$ cat config.mk
export PLATFORM = sky130hd
export DESIGN_NAME = dram_row_decoder
export DESIGN_NICKNAME = d
export VERILOG_FILES = /design/src/rtl/dram_row_pkg.sv /design/src/rtl/dram_row_regs.sv /design/src/rtl/dram_row_match.sv /design/src/rtl/dram_row_decoder.sv
export SDC_FILE = /design/constraint.sdc
export NUM_CORES = 1
export LEC_CHECK = 0
export BUFFER_PORTS_ARGS = -buffer_cell sky130_fd_sc_hd__buf_2
export CORE_MARGIN = 5
export CORE_UTILIZATION = 40
export CTS_CLUSTER_DIAMETER = 100
export CTS_CLUSTER_SIZE = 10
export DETAILED_ROUTE_END_ITERATION = 16
export GPL_TIMING_DRIVEN = 0
export MAX_ROUTING_LAYER = met4
export SLEW_MARGIN = 20
export SYNTH_ARGS = -nofsm -noshare
export SYNTH_HDL_FRONTEND = slang
export SYNTH_SLANG_ARGS = --single-unit
$ cat constraint.sdc
create_clock -name clk -period 3.2 [get_ports clk]
set_clock_uncertainty 0.1 [all_clocks]
set_input_delay 0.16 -clock clk [delete_from_list [all_inputs] [get_ports clk]]
set_output_delay 0.16 -clock clk [all_outputs]
set_load 0.01 [all_outputs]
$ cat src/rtl/dram_row_pkg.sv
package dram_row_pkg;
  typedef enum logic [1:0] {
    CFG_BOUND = 2'd0,
    CFG_ATTR  = 2'd1,
    CFG_MODE  = 2'd2
  } cfg_sel_e;

  localparam int MODE_DUAL_BIT = 21;
  localparam int MODE_ECC_LSB  = 18;
  localparam logic [1:0] ECC_ON_CODE = 2'b01;
  localparam int ATTR_SLOT = 4;
endpackage

$ cat src/rtl/dram_row_regs.sv
module dram_row_regs
  import dram_row_pkg::*;
#(
  parameter int NUM_ROWS = 8,
  parameter int BND_W    = 7,
  parameter int ATTR_W   = 3,
  parameter int DATA_W   = 32,
  localparam int IDX_W   = $clog2(NUM_ROWS)
) (
  input  logic                       clk,
  input  logic                       rst_n,
  input  logic                       cfg_we,
  input  logic [1:0]                 cfg_sel,
  input  logic [IDX_W-1:0]           cfg_idx,
  input  logic [DATA_W-1:0]          cfg_wdata,
  output logic [NUM_ROWS*BND_W-1:0]  bnd_flat,
  output logic [NUM_ROWS*ATTR_W-1:0] attr_flat,
  output logic                       mode_dual,
  output logic [1:0]                 mode_ecc
);
  logic bnd_wr, attr_wr, mode_wr;
  logic [BND_W-1:0]  bnd_q  [NUM_ROWS];
  logic [ATTR_W-1:0] attr_q [NUM_ROWS];
  logic [NUM_ROWS-1:0] bnd_en, attr_en;
  logic dual_d;
  logic [1:0] ecc_d;
  logic unused_wdata;

  assign unused_wdata = ^cfg_wdata;

  always_comb begin
    bnd_wr  = cfg_we && (cfg_sel_e'(cfg_sel) == CFG_BOUND);
    attr_wr = cfg_we && (cfg_sel_e'(cfg_sel) == CFG_ATTR);
    mode_wr = cfg_we && (cfg_sel_e'(cfg_sel) == CFG_MODE);
    dual_d  = cfg_wdata[MODE_DUAL_BIT];
    ecc_d   = cfg_wdata[MODE_ECC_LSB +: 2];
  end

  for (genvar g = 0; g < NUM_ROWS; g++) begin : g_row
    always_comb begin
      bnd_en[g]  = bnd_wr  && (cfg_idx == IDX_W'(g));
      attr_en[g] = attr_wr && (cfg_idx == IDX_W'(g / 2));
    end

    always_ff @(posedge clk or negedge rst_n) begin
      if (!rst_n) begin
        bnd_q[g]  <= '0;
        attr_q[g] <= '0;
      end else begin
        if (bnd_en[g])  bnd_q[g]  <= cfg_wdata[BND_W-1:0];
        if (attr_en[g]) attr_q[g] <= cfg_wdata[(g % 2) * ATTR_SLOT +: ATTR_W];
      end
    end

    assign bnd_flat[g*BND_W +: BND_W]    = bnd_q[g];
    assign attr_flat[g*ATTR_W +: ATTR_W] = attr_q[g];
  end

  always_ff @(posedge clk or negedge rst_n) begin
    if (!rst_n) begin
      mode_dual <= 1'b0;
      mode_ecc  <= 2'b00;
    end else if (mode_wr) begin
      mode_dual <= dual_d;
      mode_ecc  <= ecc_d;
    end
  end

  // a boundary write to row 0 lands with the reserved bit dropped
  p_bnd_store_r1: assert property (@(posedge clk) disable iff (!rst_n)
    (bnd_wr && cfg_idx == '0) |=> (bnd_flat[BND_W-1:0] == $past(cfg_wdata[BND_W-1:0])));

  // an attribute write to byte 0 fills rows 0 and 1 from their slots
  p_attr_store_r4: assert property (@(posedge clk) disable iff (!rst_n)
    (attr_wr && cfg_idx == '0) |=>
      (attr_flat[ATTR_W-1:0] == $past(cfg_wdata[ATTR_W-1:0]) &&
       attr_flat[2*ATTR_W-1:ATTR_W] == $past(cfg_wdata[ATTR_SLOT +: ATTR_W])));
endmodule

$ cat src/rtl/dram_row_match.sv
module dram_row_match #(
  parameter int NUM_ROWS = 8,
  parameter int BND_W    = 7,
  parameter int IX_W     = 10,
  localparam int IDX_W   = $clog2(NUM_ROWS),
  localparam int CMP_W   = (IX_W > BND_W) ? IX_W : BND_W
) (
  input  logic                      clk,
  input  logic                      rst_n,
  input  logic [IX_W-1:0]           addr_ix,
  input  logic [NUM_ROWS*BND_W-1:0] bnd_flat,
  input  logic                      dual,
  output logic                      found,
  output logic [IDX_W-1:0]          row
);
  localparam int HALF_ROWS = NUM_ROWS / 2;

  logic [NUM_ROWS-1:0] above;
  logic [NUM_ROWS-1:0] active;
  logic [CMP_W-1:0]    ix_ext;
  logic [CMP_W-1:0]    lower_bnd;

  assign ix_ext = CMP_W'(addr_ix);

  for (genvar g = 0; g < NUM_ROWS; g++) begin : g_cmp
    if (g < HALF_ROWS) begin : g_low
      assign active[g] = 1'b1;
    end else begin : g_high
      assign active[g] = !dual;
    end
    assign above[g] = active[g] && (CMP_W'(bnd_flat[g*BND_W +: BND_W]) > ix_ext);
  end

  // Lowest active row whose top lies above the index; empty rows lose to
  // the row below them because that row has the same top.
  always_comb begin
    found = 1'b0;
    row   = '0;
    for (int i = NUM_ROWS - 1; i >= 0; i--) begin
      if (above[i]) begin
        found = 1'b1;
        row   = IDX_W'(i);
      end
    end
  end

  always_comb begin
    lower_bnd = '0;
    for (int i = 1; i < NUM_ROWS; i++) begin
      if (row == IDX_W'(i)) lower_bnd = CMP_W'(bnd_flat[(i-1)*BND_W +: BND_W]);
    end
  end

  // the index is never below the start of the selected row
  p_lower_edge_r2: assert property (@(posedge clk) disable iff (!rst_n)
    found |-> (lower_bnd <= ix_ext));

  // dual-channel decodes stay in the lower half of the rows
  p_dual_half_r6: assert property (@(posedge clk) disable iff (!rst_n)
    (found && dual) |-> (row < IDX_W'(HALF_ROWS)));
endmodule

$ cat src/rtl/dram_row_decoder.sv
module dram_row_decoder
  import dram_row_pkg::*;
#(
  parameter int NUM_ROWS    = 8,
  parameter int ADDR_W      = 36,
  parameter int GRAIN_SHIFT = 26,
  parameter int BND_W       = 7,
  parameter int ATTR_W      = 3,
  parameter int DATA_W      = 32,
  localparam int IDX_W      = $clog2(NUM_ROWS),
  localparam int IX_W       = ADDR_W - GRAIN_SHIFT
) (
  input  logic              clk,
  input  logic              rst_n,
  input  logic              cfg_we,
  input  logic [1:0]        cfg_sel,
  input  logic [IDX_W-1:0]  cfg_idx,
  input  logic [DATA_W-1:0] cfg_wdata,
  input  logic              dec_valid,
  input  logic [ADDR_W-1:0] dec_addr,
  output logic              res_valid,
  output logic [IDX_W-1:0]  res_row,
  output logic              res_hit,
  output logic              res_oor,
  output logic [ATTR_W-1:0] res_page_attr,
  output logic              res_ecc,
  output logic              res_dual
);
  logic [NUM_ROWS*BND_W-1:0]  bnd_flat;
  logic [NUM_ROWS*ATTR_W-1:0] attr_flat;
  logic                       mode_dual;
  logic [1:0]                 mode_ecc;
  logic                       found;
  logic [IDX_W-1:0]           match_row;
  logic [IDX_W-1:0]           row_d;
  logic [ATTR_W-1:0]          attr_d;
  logic                       ecc_d;
  logic                       unused_lo;

  assign unused_lo = ^dec_addr[GRAIN_SHIFT-1:0];

  dram_row_regs #(
    .NUM_ROWS(NUM_ROWS), .BND_W(BND_W), .ATTR_W(ATTR_W), .DATA_W(DATA_W)
  ) i_regs (
    .clk(clk), .rst_n(rst_n), .cfg_we(cfg_we), .cfg_sel(cfg_sel),
    .cfg_idx(cfg_idx), .cfg_wdata(cfg_wdata), .bnd_flat(bnd_flat),
    .attr_flat(attr_flat), .mode_dual(mode_dual), .mode_ecc(mode_ecc)
  );

  dram_row_match #(
    .NUM_ROWS(NUM_ROWS), .BND_W(BND_W), .IX_W(IX_W)
  ) i_match (
    .clk(clk), .rst_n(rst_n), .addr_ix(dec_addr[ADDR_W-1:GRAIN_SHIFT]),
    .bnd_flat(bnd_flat), .dual(mode_dual), .found(found), .row(match_row)
  );

  always_comb begin
    row_d  = found ? match_row : '0;
    attr_d = found ? attr_flat[match_row*ATTR_W +: ATTR_W] : '0;
    ecc_d  = found && (mode_ecc == ECC_ON_CODE);
  end

  always_ff @(posedge clk or negedge rst_n) begin
    if (!rst_n) res_valid <= 1'b0;
    else        res_valid <= dec_valid;
  end

  always_ff @(posedge clk or negedge rst_n) begin
    if (!rst_n) begin
      res_row       <= '0;
      res_hit       <= 1'b0;
      res_oor       <= 1'b0;
      res_page_attr <= '0;
      res_ecc       <= 1'b0;
      res_dual      <= 1'b0;
    end else if (dec_valid) begin
      res_row       <= row_d;
      res_hit       <= found;
      res_oor       <= !found;
      res_page_attr <= attr_d;
      res_ecc       <= ecc_d;
      res_dual      <= mode_dual;
    end
  end

  // a miss reports row 0 with no attribute and no ECC
  p_miss_row0_r5: assert property (@(posedge clk) disable iff (!rst_n)
    (res_valid && res_oor) |-> (res_row == '0 && !res_hit && res_page_attr == '0 && !res_ecc));

  // the ECC flag only rides on a hit
  p_ecc_on_hit_r7: assert property (@(posedge clk) disable iff (!rst_n)
    res_ecc |-> res_hit);

  // one-cycle latency of the valid strobe
  p_latency_r8: assert property (@(posedge clk) disable iff (!rst_n)
    dec_valid |=> res_valid);

  // results hold while no decode is requested
  p_hold_r8: assert property (@(posedge clk) disable iff (!rst_n)
    !dec_valid |=> ($stable(res_row) && $stable(res_hit) && $stable(res_page_attr) && !res_valid));
endmodule

### Word level (Yosys, flattened, before mapping)

Index checks and enable logic that the tools add are counted.

| word-level totals | value |
|---|---|
| logic and storage cells | 87 |
| bits of input ports | 77 |
| register bits | 94 |

| cells by class | value |
|---|---|
| equality and inequality tests | 10 |
| reductions and logical operators | 24 |
| shifts and indexed selects | 1 |
| $mul | 1 |
| mux-type cells | 18 |
| $lt $le $gt $ge | 8 |

Operator list:

| operator | number |
|---|---|
| $gt 7x10->1 | 8 |
| $mux 3 | 10 |
| $shiftx 24x6->3 | 1 |
| $logic_and 1x1->1 | 20 |
| $eq 3x3->1 const B | 4 |
| $mux 1 | 8 |
| $eq 3x2->1 const B | 2 |
| $mul 3x2->5 const B | 1 |
| $eq 2x1->1 const B | 2 |
| $eq 3x1->1 const B | 1 |
| $logic_not 3->1 | 1 |
| $eq 2x2->1 const B | 1 |
| $logic_not 1->1 | 2 |
| $logic_not 2->1 | 1 |

### Longest topological paths before layout

Gate-level depths: netlist of run 1.

| logic depth | value |
|---|---|
| depth in word-level cells | 13 |
| mapped depth | 10 |
| depth with buffers taken out | 10 |

### By module

From an unflattened synthesis of run 1, not the netlist that was laid out.

| unflattened totals | value |
|---|---|
| cell total of the unflattened synthesis | 426 |
| area, all modules | 5315.1 um^2 |

By module, submodules not included:

| module | area an instance (um^2) | times used | sequential area each (um^2) | cells each |
|---|---|---|---|---|
| dram_row_regs | 3248.1 | 1 | 2077.0 | 196 |
| dram_row_match | 1383.8 | 1 | 0.0 | 167 |
| dram_row_decoder | 683.2 | 1 | 275.3 | 63 |

### Worst setup path after synthesis of run 1

OpenSTA, ideal clock, no wires.

| timing | value |
|---|---|
| path kind | reg-to-reg |
| start | reg i_regs.bnd_q, in the netlist i_regs.bnd_flat[4] |
| end | reg res_page_attr[1] |
| data required time | 3020 ps |
| clock period less this slack | 2473 ps |
| path buffers | 0 |
| slack | 727 ps |
| data arrival time | 2293 ps |
| cell stages (with the launch flop) | 10 |
| path through | dfrtp_1 -> ha_1 -> a21oi_1 -> a21boi_1 -> o41ai_4 -> o311ai_2 -> a2bb2oi_4 -> mux2i_1 -> mux2_2 -> o211ai_2 |

| between the ends | value |
|---|---|
| cells in the longest elaborated chain, start to end | 5 |
| elaborated cells on any way between the ends | 6 |
| those cells by class | mul: 1; order compare: 1; shift: 1; mux: 3 |

RTL lines:

| what | RTL line | source |
|---|---|---|
| from (decl) | dram_row_regs.sv:22 | `logic [BND_W-1:0] bnd_q [NUM_ROWS];` |
| from (signal, indexed assignment) | dram_row_regs.sv:50 | `if (bnd_en[g]) bnd_q[g] <= cfg_wdata[BND_W-1:0];` |
| $gt 7x10->1 * | dram_row_match.sv:31 | `assign above[g] = active[g] && (CMP_W'(bnd_flat[g*BND_W +: BND_W]) > ix_ext);` |
| $mux 3 | dram_row_match.sv:40 | `if (above[i]) begin` |
| $mul 3x2->5 | dram_row_decoder.sv:59 | `attr_d = found ? attr_flat[match_row*ATTR_W +: ATTR_W] : '0;` |
| $shiftx 24x6->3 | dram_row_decoder.sv:59 |  |
| $mux 3 * | dram_row_decoder.sv:59 |  |
| to (signal assigned) | dram_row_decoder.sv:80 | `res_page_attr <= attr_d;` |
| to (decl) | dram_row_decoder.sv:25 | `output logic [ATTR_W-1:0] res_page_attr,` |

Every way passes the cells marked *; elsewhere a longest branch is shown, timed or not.
A chain may end at the register's enable or synchronous reset.

### Worst setup path in the final report of run 1

| timing | value |
|---|---|
| start | reg i_regs.bnd_q, in the netlist i_regs.bnd_flat[18] |
| end | reg res_page_attr[1] |

| between the ends | value |
|---|---|
| cells in the longest elaborated chain, start to end | 7 |
| elaborated cells on any way between the ends | 10 |
| those cells by class | mul: 1; order compare: 1; shift: 1; mux: 7 |

RTL lines:

| what | RTL line |
|---|---|
| $gt 7x10->1 * | dram_row_match.sv:31 |
| $mux 3 (3 in series) | dram_row_match.sv:40 |
| $mul 3x2->5 | dram_row_decoder.sv:59 |
| $shiftx 24x6->3 | dram_row_decoder.sv:59 |
| $mux 3 * | dram_row_decoder.sv:59 |

Marked as above.

==> results of run 1 <==
final cells by class:
| cell class | instances | area, sq um |
|---|---|---|
| timing repair buffer | 50 | 329.1 |
| fill | 1196 | 6985 |
| clock buffer | 13 | 260.3 |
| clock inverter | 1 | 30.03 |
| sequential | 94 | 2352 |
| tap | 176 | 220.2 |
| multi-input combinational | 305 | 2818 |
| inverter | 27 | 101.3 |
| buffer | 11 | 41.29 |
power by group:
group	total [uW]	switching (uW)	internal [uW]	leakage, uW
Sequential	1530	120	1410	0.00120
Combinational	807	400	406	0.00159
Clock	1060	422	640	0.000142
worst max-delay path by stage:
stage,from,endpoint,slack (ns),depth (start not counted)
2_1_floorplan,i_regs.bnd_flat[4]$_DFFE_PN0P_,res_page_attr[1]$_DFFE_PN0P_,0.73,9
3_3_place_gp,dec_addr[30],res_hit$_DFFE_PN0P_,-0.05,9
3_5_place_dp,dec_addr[30],res_hit$_DFFE_PN0P_,-0.12,9
4_1_cts,i_regs.bnd_flat[18]$_DFFE_PN0P_,res_hit$_DFFE_PN0P_,0.12,7
5_1_grt,i_regs.bnd_flat[18]$_DFFE_PN0P_,res_page_attr[0]$_DFFE_PN0P_,0.06,9
6_report,i_regs.bnd_flat[18]$_DFFE_PN0P_,res_page_attr[1]$_DFFE_PN0P_,0.19,9
state kept, by name, summed over array words and instances, names as in the netlist:
signal,flops
i_regs.attr_flat,24
i_regs.bnd_flat,56
i_regs.mode_dual,1
i_regs.mode_ecc,2
res_dual,1
res_ecc,1
res_hit,1
res_oor,1
res_page_attr,3
res_row,3
res_valid,1
logic make-up (layout without fill, tap and decap cells):
kind of cell	count (synthesis)	in the layout
flops	94	94
mux	93	93
simple gates	80	80
compound gates	76	76
fa+ha+maj	56	56
buf+inv	38	102
critical path: cells and delay by family (launching register included):
family                     cells  cell delay, ns
AOI/OAI and AO/OA              6            1.45
muxes                          2            0.61
DFF                            1            0.39
adders and majority gates      1            0.32
layer usage:
layer,vias up,track usage (%),part of all wire (%)
li1,1758,-,-
met1,1830,23.41,47
met2,69,27.78,46
met3,27,2.942,3.4
met4,0,6.952,2.9
met5,-,-,0
metrics by stage:
stage | hold WS (ns) | TNS, ns | power, uW
after floorplan | -0.2356 | 0 | 2097
after global placement | 0.1799 | -0.07679 | 2303
after detailed placement | -0.06707 | -0.2681 | 2351
after CTS | 0.004707 | 0 | 3435
after global routing | 0.007553 | 0 | 3609
final | 0.0006146 | 0 | 3402
Yosys cell counts (2+ instances only):
library cell and number:
nor2_1 12, and3_1 5, a31oi_1 3, a31o_1 2
a211oi_1 2, o221a_2 5, nand2_1 19, a21o_1 6
mux2_2 91, nand3_1 14, o2111ai_1 3, a21boi_0 2
o211ai_1 3, ha_1 56, a221oi_1 3, mux2i_1 2
nand2b_1 5, dfrtp_1 94, inv_1 27, nor3b_1 2
o221ai_1 2, nor2b_1 6, nor3_1 3, a21oi_1 13
nand4_1 8, o41ai_4 2, clkbuf_1 11, o22ai_1 3
o21ai_0 8, o21bai_1 4
repair_timing:
| item | 4_1_cts | 5_1_grt |
|---|---|---|
| resized for setup | 0 | 1 |
| hold buffers | 10 | 0 |
| setup endpoints to repair | 0 | 2 |
| hold endpoints to repair | 106 | 0 |
==> key figures, run 1 <==
Global routing
  – Gr ovfl total: 0
  – Tot GR Track Use: 17.83%
  – Global-route wire length before repair: 21200 microns
  – Initial antenna violation count: 0
  – Vias in the first global route: 3964
  – Largest net degree at the start of global routing: 71

Synthesis
  – Post-synth EDFFs: 0
  – Mapped Cells: 437
  – Post-Synth XOR/XNOR Area: 0%
  – Async set-reset flop share out of synthesis: 100.0%
  – Flops & latches, synth: 94
  – Synth Warn #: 0
  – Largest family of logic cells by synthesized area: multiplexers
  – Synth Area in Compound Gates: between 10% and 20%
  – Syn nets: 570
  – Post-synth top area share: roughly 44%
  – Top FF cell, synth: dfrtp_1
  – Post-synthesis mux area share: 19.68%
  – Area contributors post-synth: dfrtp_1 44%, mux2_2 19%, ha_1 13%
  – Mapped cell area: around 0.0053 sq mm
  – Synth Area in Simple Gates: 8.039%
  – Synth area leader: dfrtp_1
  – Post-synthesis adder-cell area fraction: 13.20%
  – Post-synth cell types: 51
  – Sequential-to-total area share from yosys stat: ~44%
  – Mapped Avg Cell Area: 12.15 sq um

Worst hold path
  – Worst Hold Path Cells: 2
  – Hold WC Path Type: primary input to register
  – WHS Endpoint: i_regs.bnd_flat[23]$_DFFE_PN0P_
  – Worst Hold Launch: cfg_wdata[2]

Worst setup path
  – Reg2Reg Setup Slack: roughly 0.19 ns
  – Cell mode on critical path: mux2_2
  – Delay of the slowest cell on the worst path: 0.58 ns
  – CP cell instances: ha_1 -> a21oi_1 -> a21boi_0 -> o41ai_4 -> o21ai_1 -> mux2_2 -> mux2_2 -> o211ai_1 -> o211ai_2
  – Crit Path Class: register to register
  – CP Max Fanout: 5
  – Worst Setup End Kind: register
  – Reg2reg start: i_regs.bnd_flat[18]$_DFFE_PN0P_
  – Startpoint types: register
  – CP max-delay cell: o41ai_4
  – Worst-case reg-to-reg path depth: 9
  – Worst Path Arrival: 3.12 ns
  – Worst R2R End: res_page_attr[1]$_DFFE_PN0P_
  – CP required: around 3.3 ns

Clock tree
  – CTS max path bufs: 2
  – Clock latency on the worst-skew pair: roughly 0.34 ns
  – Num CTS Buffers: 9
  – Clock-pin slew on the worst setup and hold paths: 0.06 ns
  – Root buffer cell: clkbuf_16
  – Postcts setup bufs: 0
  – CTS tree: done
  – Clock sink total: 94
  – CTS H-tree lvls: 3

Finish
  – Commonest non-fill, non-tap cells in the layout: 94 x dfrtp_1, 91 x mux2_2, 56 x ha_1, 38 x buf_2, 27 x inv_1
  – P&R area growth vs syn: 15.91%
  – Share of cells above drive strength 1: between 30% and 40%
  – Post-route insts no fill: 677
  – Most common cell after layout, fill and taps aside: dfrtp_1
  – Post-route cell area: approximately 0.006 sq mm
  – Nets@finish: 631
  – Antenna cells: 0
  – Fin util: 46.83%

Die
  – IO Pins: between 80 and 90
  – Die width: 125.2 microns
  – Core area: 0.01314 sq mm
  – Die area: around 0.016 sq mm
  – Number of placement rows: 42
  – Initial Util: between 40% and 50%
  – Die Y-Extent: ~130 microns

Detailed routing
  – DR DRC count: 0
  – Routed len/inst: 19.00 microns
  – Avg Vias per Cell: around 5.4
  – DR pass1 iterations: 4
  – ANT nets after route: 0
  – Vias after detailed routing: about 3700
  – DRT iter0 DRCs: 224
  – WL final: 12860 microns

Placement
  – GP Congestion: 0.8969
  – Cell Area, Placed: 0.005757 sq mm
  – PortBufs: 39
  – Post-detail-place hpwl: 9256 microns
  – Inst Count DP: 653
  – Pre-CTS setup slack: -0.1202 ns

Timing
  – RSZ-0062 raised after global routing: no
  – Final Hold Viols: 0
  – Worst-Margin Slew: 0.7990 ns
  – Min Tclk post-route: 3.014 ns
  – Fmax: 331.8 MHz
  – Final Slew Violations: 0
  – Max_slew headroom: 46.73%
  – Final setup fails: 0
  – Final worst path period share: 94.18%
  – Final worst setup slack: 0.1861 ns

Run
  – # Max-Cap Violations: 0

Outcome
  – Status: completed

Pwr
  – Peak VDD IR: 0.0002416 V
  – PwrDens: 553.0 mW/mm^2
  – Pleak: 0.002925 uW
Power figures use the tool's default switching activity.
==> run 2, diff against run 1 <==
--- a/config.mk
+++ b/config.mk
@@ -11,6 +11,7 @@
 export CTS_CLUSTER_DIAMETER = 100
 export CTS_CLUSTER_SIZE = 10
 export DETAILED_ROUTE_END_ITERATION = 16
+export GPL_ROUTABILITY_DRIVEN = 0
 export GPL_TIMING_DRIVEN = 0
 export MAX_ROUTING_LAYER = met4
 export SLEW_MARGIN = 20
==> constraint.sdc (replaced) <==
create_clock -name clk -period 2.9 [get_ports clk]
set_clock_uncertainty 0.1 [all_clocks]
set_input_delay 0.145 -clock clk [delete_from_list [all_inputs] [get_ports clk]]
set_output_delay 0.145 -clock clk [all_outputs]
set_load 0.01 [all_outputs]
==> key figures, run 2 (synthesis gave the netlist of run 1 again) <==
Outcome
  – Status: completed

Detailed routing
  – WL final: 12900 microns
  – DR pass1 iterations: 5
  – Avg Vias per Cell: about 5.4
  – ANT nets after route: 0
  – DR DRC count: 0
  – Vias after detailed routing: roughly 3700
  – Routed len/inst: around 19 microns
  – DRT iter0 DRCs: 226

Worst setup path
  – CP max-delay cell: o41a_1
  – Delay of the slowest cell on the worst path: roughly 0.45 ns
  – Worst R2R End: res_page_attr[1]$_DFFE_PN0P_
  – Crit Path Class: register to register
  – Worst Path Arrival: 2.88 ns
  – Reg2reg start: i_regs.bnd_flat[11]$_DFFE_PN0P_
  – CP Buf/Inv Count: 1
  – Worst-case reg-to-reg path depth: 10
  – Startpoint types: register
  – CP cell instances: ha_1 -> a21oi_1 -> a21boi_0 -> o41a_1 -> a31o_4 -> a2bb2oi_4 -> buf_4 -> mux2i_1 -> mux2_2 -> o211ai_2
  – CP required: 3.01 ns
  – Worst Setup End Kind: register
  – CP Max Fanout: 6
  – Top delay family on crit path: compound AO/OA/AOI/OAI gates
  – Reg2Reg Setup Slack: about 0.13 ns

Finish
  – Sequential Area: 0.002352 sq mm
  – P&R area growth vs syn: 17.68%
  – Commonest non-fill, non-tap cells in the layout: 94 x dfrtp_1, 91 x mux2_2, 56 x ha_1, 38 x buf_2, 27 x inv_1
  – Post-route cell area: 0.006246 sq mm
  – Nets@finish: 638
  – Most common cell after layout, fill and taps aside: dfrtp_1
  – Post-route insts no fill: slightly below 700
  – Filler cell count: 1187
  – Antenna cells: 0
  – Share of cells above drive strength 1: 33.86%
  – Number of flip-flops in the largest register: 56
  – Fin util: 47.54%
  – Multi-input gate area: 0.002844 sq mm

Timing
  – Fmax: 360.8 MHz
  – Fin Setup TNS: 0 ns
  – Min Tclk post-route: 2.771 ns
  – Worst-Margin Slew: 0.8039 ns
  – RSZ-0062 raised after global routing: no
  – Final Slew Violations: 0
  – Final setup fails: 0
  – WHS: ~0.13 ns
  – Final worst path period share: 95.57%
  – Final Hold Viols: 0
  – Max_slew headroom: between 40% and 50%

Global routing
  – Global-route wire length before repair: between 20000 and 25000 microns
  – Vias in the first global route: 3979
  – Largest net degree at the start of global routing: 71
  – Tot GR Track Use: 17.83%
  – Gr ovfl total: 0
  – Initial antenna violation count: 0

Clock tree
  – CTS max path bufs: 2
  – Clock-pin slew on the worst setup and hold paths: 0.06 ns
  – Clock sink total: 94
  – CTS tree: done
  – Num CTS Buffers: 9
  – CTS H-tree lvls: 3
  – Root buffer cell: clkbuf_16
  – Clock latency on the worst-skew pair: 0.34 ns

Die
  – Core area: ~0.013 sq mm
  – Number of placement rows: 42
  – Die Y-Extent: between 100 and 150 microns
  – Initial Util: 40.40%
  – Die area: 0.01567 sq mm
  – Die width: around 130 microns
  – IO Pins: 88

Pwr
  – Pleak: approximately 0.003 uW
  – PwrDens: 603.6 mW/mm^2
  – Peak VDD IR: about 0.00027 V

Run
  – # Max-Cap Violations: 0

Placement
  – Post-detail-place hpwl: approximately 9300 microns
  – PortBufs: 39
  – Cell Area, Placed: between 0.005 and 0.006 sq mm
  – Inst Count DP: between 600 and 700

Worst hold path
  – Hold WC Path Type: primary input to async pin
[run 2: per-layer routing]
layer,global-route usage (%),wire length [microns],vias to the layer above
li1,-,-,1771
met1,23.36,6022,1835
met2,27.93,6077,76
met3,3.070,485,23
met4,6.569,311,0
met5,-,0,-
[run 2: final cells by class]
type	instances	area share, %
sequential	94	37.66
buffer	11	0.6611
clock inverter	1	0.4808
inverter	27	1.623
clock buffer	13	4.167
timing repair buffer	57	6.350
tap	176	3.526
multi-input combinational	305	45.53
[run 2: how the worst max path moves through the flow]
| stage | to | slack (ns) | cells after the start | from |
|---|---|---|---|---|
| 2_1_floorplan | res_page_attr[1]$_DFFE_PN0P_ | 0.43 | 9 | i_regs.bnd_flat[4]$_DFFE_PN0P_ |
| 3_3_place_gp | res_hit$_DFFE_PN0P_ | -0.33 | 9 | dec_addr[30] |
| 3_5_place_dp | res_hit$_DFFE_PN0P_ | -0.41 | 9 | dec_addr[30] |
| 4_1_cts | res_page_attr[1]$_DFFE_PN0P_ | 0.03 | 8 | i_regs.bnd_flat[4]$_DFFE_PN0P_ |
| 5_1_grt | res_page_attr[0]$_DFFE_PN0P_ | 0.02 | 9 | i_regs.bnd_flat[11]$_DFFE_PN0P_ |
| 6_report | res_page_attr[1]$_DFFE_PN0P_ | 0.13 | 10 | i_regs.bnd_flat[11]$_DFFE_PN0P_ |
[run 2: what timing repair did]
action                                  4_1_cts  5_1_grt
gates resized for setup                       1        6
buffers inserted                              1        5
gates cloned                                  0        0
pin swaps                                     1        3
endpoints found under the setup margin        5        6
hold endpoints to repair                    110        0
hold buffers                                 11        0
[run 2: where the power goes]
group,internal [uW],switching [uW]
clock,706,467
combinational,459,447
sequential,1560,131
[run 2: metrics by stage]
| stage | worst slack, ns | power, uW |
|---|---|---|
| floorplan | 0.4266 | 2313 |
| global placement | -0.3308 | 2541 |
| detailed placement | -0.4052 | 2594 |
| CTS | 0.02813 | 3795 |
| global route | 0.01844 | 4000 |
| finish | 0.1285 | 3770 |
==> run 3, diff against run 2 <==
--- a/config.mk
+++ b/config.mk
@@ -5,9 +5,10 @@
 export SDC_FILE = /design/constraint.sdc
 export NUM_CORES = 1
 export LEC_CHECK = 0
-export BUFFER_PORTS_ARGS = -buffer_cell sky130_fd_sc_hd__buf_2
+export BUFFER_PORTS_ARGS = -buffer_cell sky130_fd_sc_hd__buf_4
 export CORE_MARGIN = 5
 export CORE_UTILIZATION = 40
+export CTS_BUF_LIST = sky130_fd_sc_hd__clkbuf_8 sky130_fd_sc_hd__clkbuf_16
 export CTS_CLUSTER_DIAMETER = 100
 export CTS_CLUSTER_SIZE = 10
 export DETAILED_ROUTE_END_ITERATION = 16
==> key figures, run 3 (synthesis gave the netlist of run 1 again) <==
Worst setup path
  – Worst R2R End: res_page_attr[2]$_DFFE_PN0P_
  – CP required: 3.03 ns
  – Worst Setup End Kind: register
  – Worst-case reg-to-reg path depth: 9
  – Startpoint types: register
  – CP max-delay cell: o41a_1
  – Delay of the slowest cell on the worst path: 0.44 ns
  – Reg2reg start: i_regs.bnd_flat[11]$_DFFE_PN0P_
  – CP Max Fanout: 6
  – CP Buf/Inv Count: 0
  – Reg2Reg Setup Slack: 0.13 ns
  – Top delay family on crit path: compound AO/OA/AOI/OAI gates
  – CP cell instances: ha_1 -> a21oi_1 -> a21boi_0 -> o41a_1 -> a31o_4 -> a2bb2oi_4 -> mux2_2 -> o22ai_1 -> nor3_1
  – Worst Path Arrival: 2.90 ns
  – Crit Path Class: register to register

Timing
  – Final worst setup slack: approximately 0.13 ns
  – Fin Setup TNS: 0 ns
  – Final worst path period share: a little over nine tenths
  – Worst-Margin Slew: 0.8620 ns
  – Final setup fails: 0
  – Max_slew headroom: 42.54%
  – Min Tclk post-route: 2.771 ns
  – WHS: about 0.064 ns
  – Final Slew Violations: 0
  – RSZ-0062 raised after global routing: no
  – Final Hold Viols: 0
  – Fmax: around 360 MHz

Finish
  – P&R area growth vs syn: 19.28%
  – Post-route insts no fill: about 680
  – Share of cells above drive strength 1: 34.12%
  – Antenna cells: 0
  – Most common cell after layout, fill and taps aside: dfrtp_1
  – Commonest non-fill, non-tap cells in the layout: 94 x dfrtp_1, 91 x mux2_2, 56 x ha_1, 41 x buf_4, 27 x inv_1
  – Filler cell count: 1233
  – Nets@finish: 635
  – Number of flip-flops in the largest register: 56

Worst hold path
  – Worst Hold Launch: cfg_wdata[3]
  – Hold WC Path Type: primary input to register
  – Worst Hold Path Cells: 2
  – WHS Endpoint: i_regs.bnd_flat[45]$_DFFE_PN0P_

Pwr
  – Tot Pwr: between 3000 and 4000 uW
  – Peak VDD IR: 0.0002955 V
  – PwrDens: between 600 and 700 mW/mm^2
  – Pleak: 0.002989 uW

Placement
  – Inst Count DP: about 650
  – Post-detail-place hpwl: 9094 microns
  – Pre-CTS setup slack: -0.3673 ns
  – PortBufs: 39

Global routing
  – Tot GR Track Use: 17.66%
  – Gr ovfl total: 0
  – Initial antenna violation count: 0
  – Global-route wire length before repair: between 20000 and 25000 microns
  – Largest net degree at the start of global routing: 95
  – Vias in the first global route: ~3800

Detailed routing
  – ANT nets after route: 0
  – DR pass1 iterations: 6
  – Avg Vias per Cell: roughly 5.4
  – DR DRC count: 0
  – Routed len/inst: 18.99 microns
  – Vias after detailed routing: between 3000 and 4000
  – WL final: 12970 microns
  – DRT iter0 DRCs: 189

Clock tree
  – CTS tree: done
  – Clock sink total: 94
  – Clock-pin slew on the worst setup and hold paths: about 0.07 ns
  – Clock latency on the worst-skew pair: 0.35 ns
  – CTS H-tree lvls: 3
  – CTS max path bufs: 2
  – Num CTS Buffers: 9
  – Root buffer cell: clkbuf_16

Die
  – IO Pins: 88
  – Die Y-Extent: 125.2 microns
  – Core area: around 0.013 sq mm
  – Die area: 0.01567 sq mm
  – Initial Util: 40.40%
  – Die width: 125.2 microns
  – Number of placement rows: 42

Run
  – # Max-Cap Violations: 0

Outcome
  – Status: completed
==> run 3: cell count changes in the layout (fill, tap and decap cells not counted), sizes merged <==
| cell | change |
|---|---|
| clkinv | +2 |
| clkbuf | -3 |
| clkinvlp | +2 |
| bufinv | +1 |
| buf | -3 |
==> run 3: worst max-delay path by stage <==
stage                                     from                      endpoint  slack (ns)  depth (start not counted)
5_1_grt        i_regs.bnd_flat[11]$_DFFE_PN0P_  res_page_attr[2]$_DFFE_PN0P_       0.007                          9
3_3_place_gp                      dec_addr[30]           res_hit$_DFFE_PN0P_       -0.34                          9
2_1_floorplan   i_regs.bnd_flat[4]$_DFFE_PN0P_  res_page_attr[1]$_DFFE_PN0P_        0.43                          9
6_report       i_regs.bnd_flat[11]$_DFFE_PN0P_  res_page_attr[2]$_DFFE_PN0P_        0.13                          9
3_5_place_dp                      dec_addr[30]           res_hit$_DFFE_PN0P_       -0.37                          9
4_1_cts           i_regs.mode_dual$_DFFE_PN0P_  res_page_attr[1]$_DFFE_PN0P_        0.01                          8
==> run 3: layer usage <==
metal	share of wire, %	up-vias	track usage [%]
li1	-	1759	-
met1	46	1857	22.50
met2	48	75	28.31
met3	3.8	21	2.431
met4	2.4	0	7.526
met5	0	-	-
==> run 3: final cells by class <==
class                      instances  area, sq um  share of cell area [%]
inverter                          27        101.3                   1.601
clock inverter                     6        85.08                   1.344
timing repair buffer              54        449.2                   7.095
multi-input combinational        305         2843                   44.90
sequential                        94         2352                   37.15
buffer                            11        41.29                  0.6522
clock buffer                      10        239.0                   3.775
tap                              176        220.2                   3.478
==> run 3: what timing repair did <==
item,in CTS,in global routing
hold buffers,11,0
hold endpoints to repair,110,0
endpoints found under the setup margin,5,3
gates resized for setup,1,6
pin swaps,2,2
buffers inserted,1,3
==> run 3: worst register-to-register path, cell delays in order (launching register included) <==
cell and delay (ns):
dfrtp_1 0.39, ha_1 0.32, a21oi_1 0.15, a21boi_0 0.13
o41a_1 0.44, a31o_4 0.25, a2bb2oi_4 0.27, mux2_2 0.39
o22ai_1 0.15, nor3_1 0.07
==> run 3: power breakdown <==
part	internal [uW]	switching, uW
clock network	776	503
registers	1560	133
logic	472	445
total	2810	1080
==> run 3: per-stage QoR <==
step | cell area (sq um) | util [%]
6_report | 6331 | 48.19
5_1_grt | 6331 | 48.19
4_1_cts | 6284 | 47.83
3_5_place_dp | 5824 | 44.33
3_3_place_gp | 5821 | 44.30
2_1_floorplan | 5308 | -
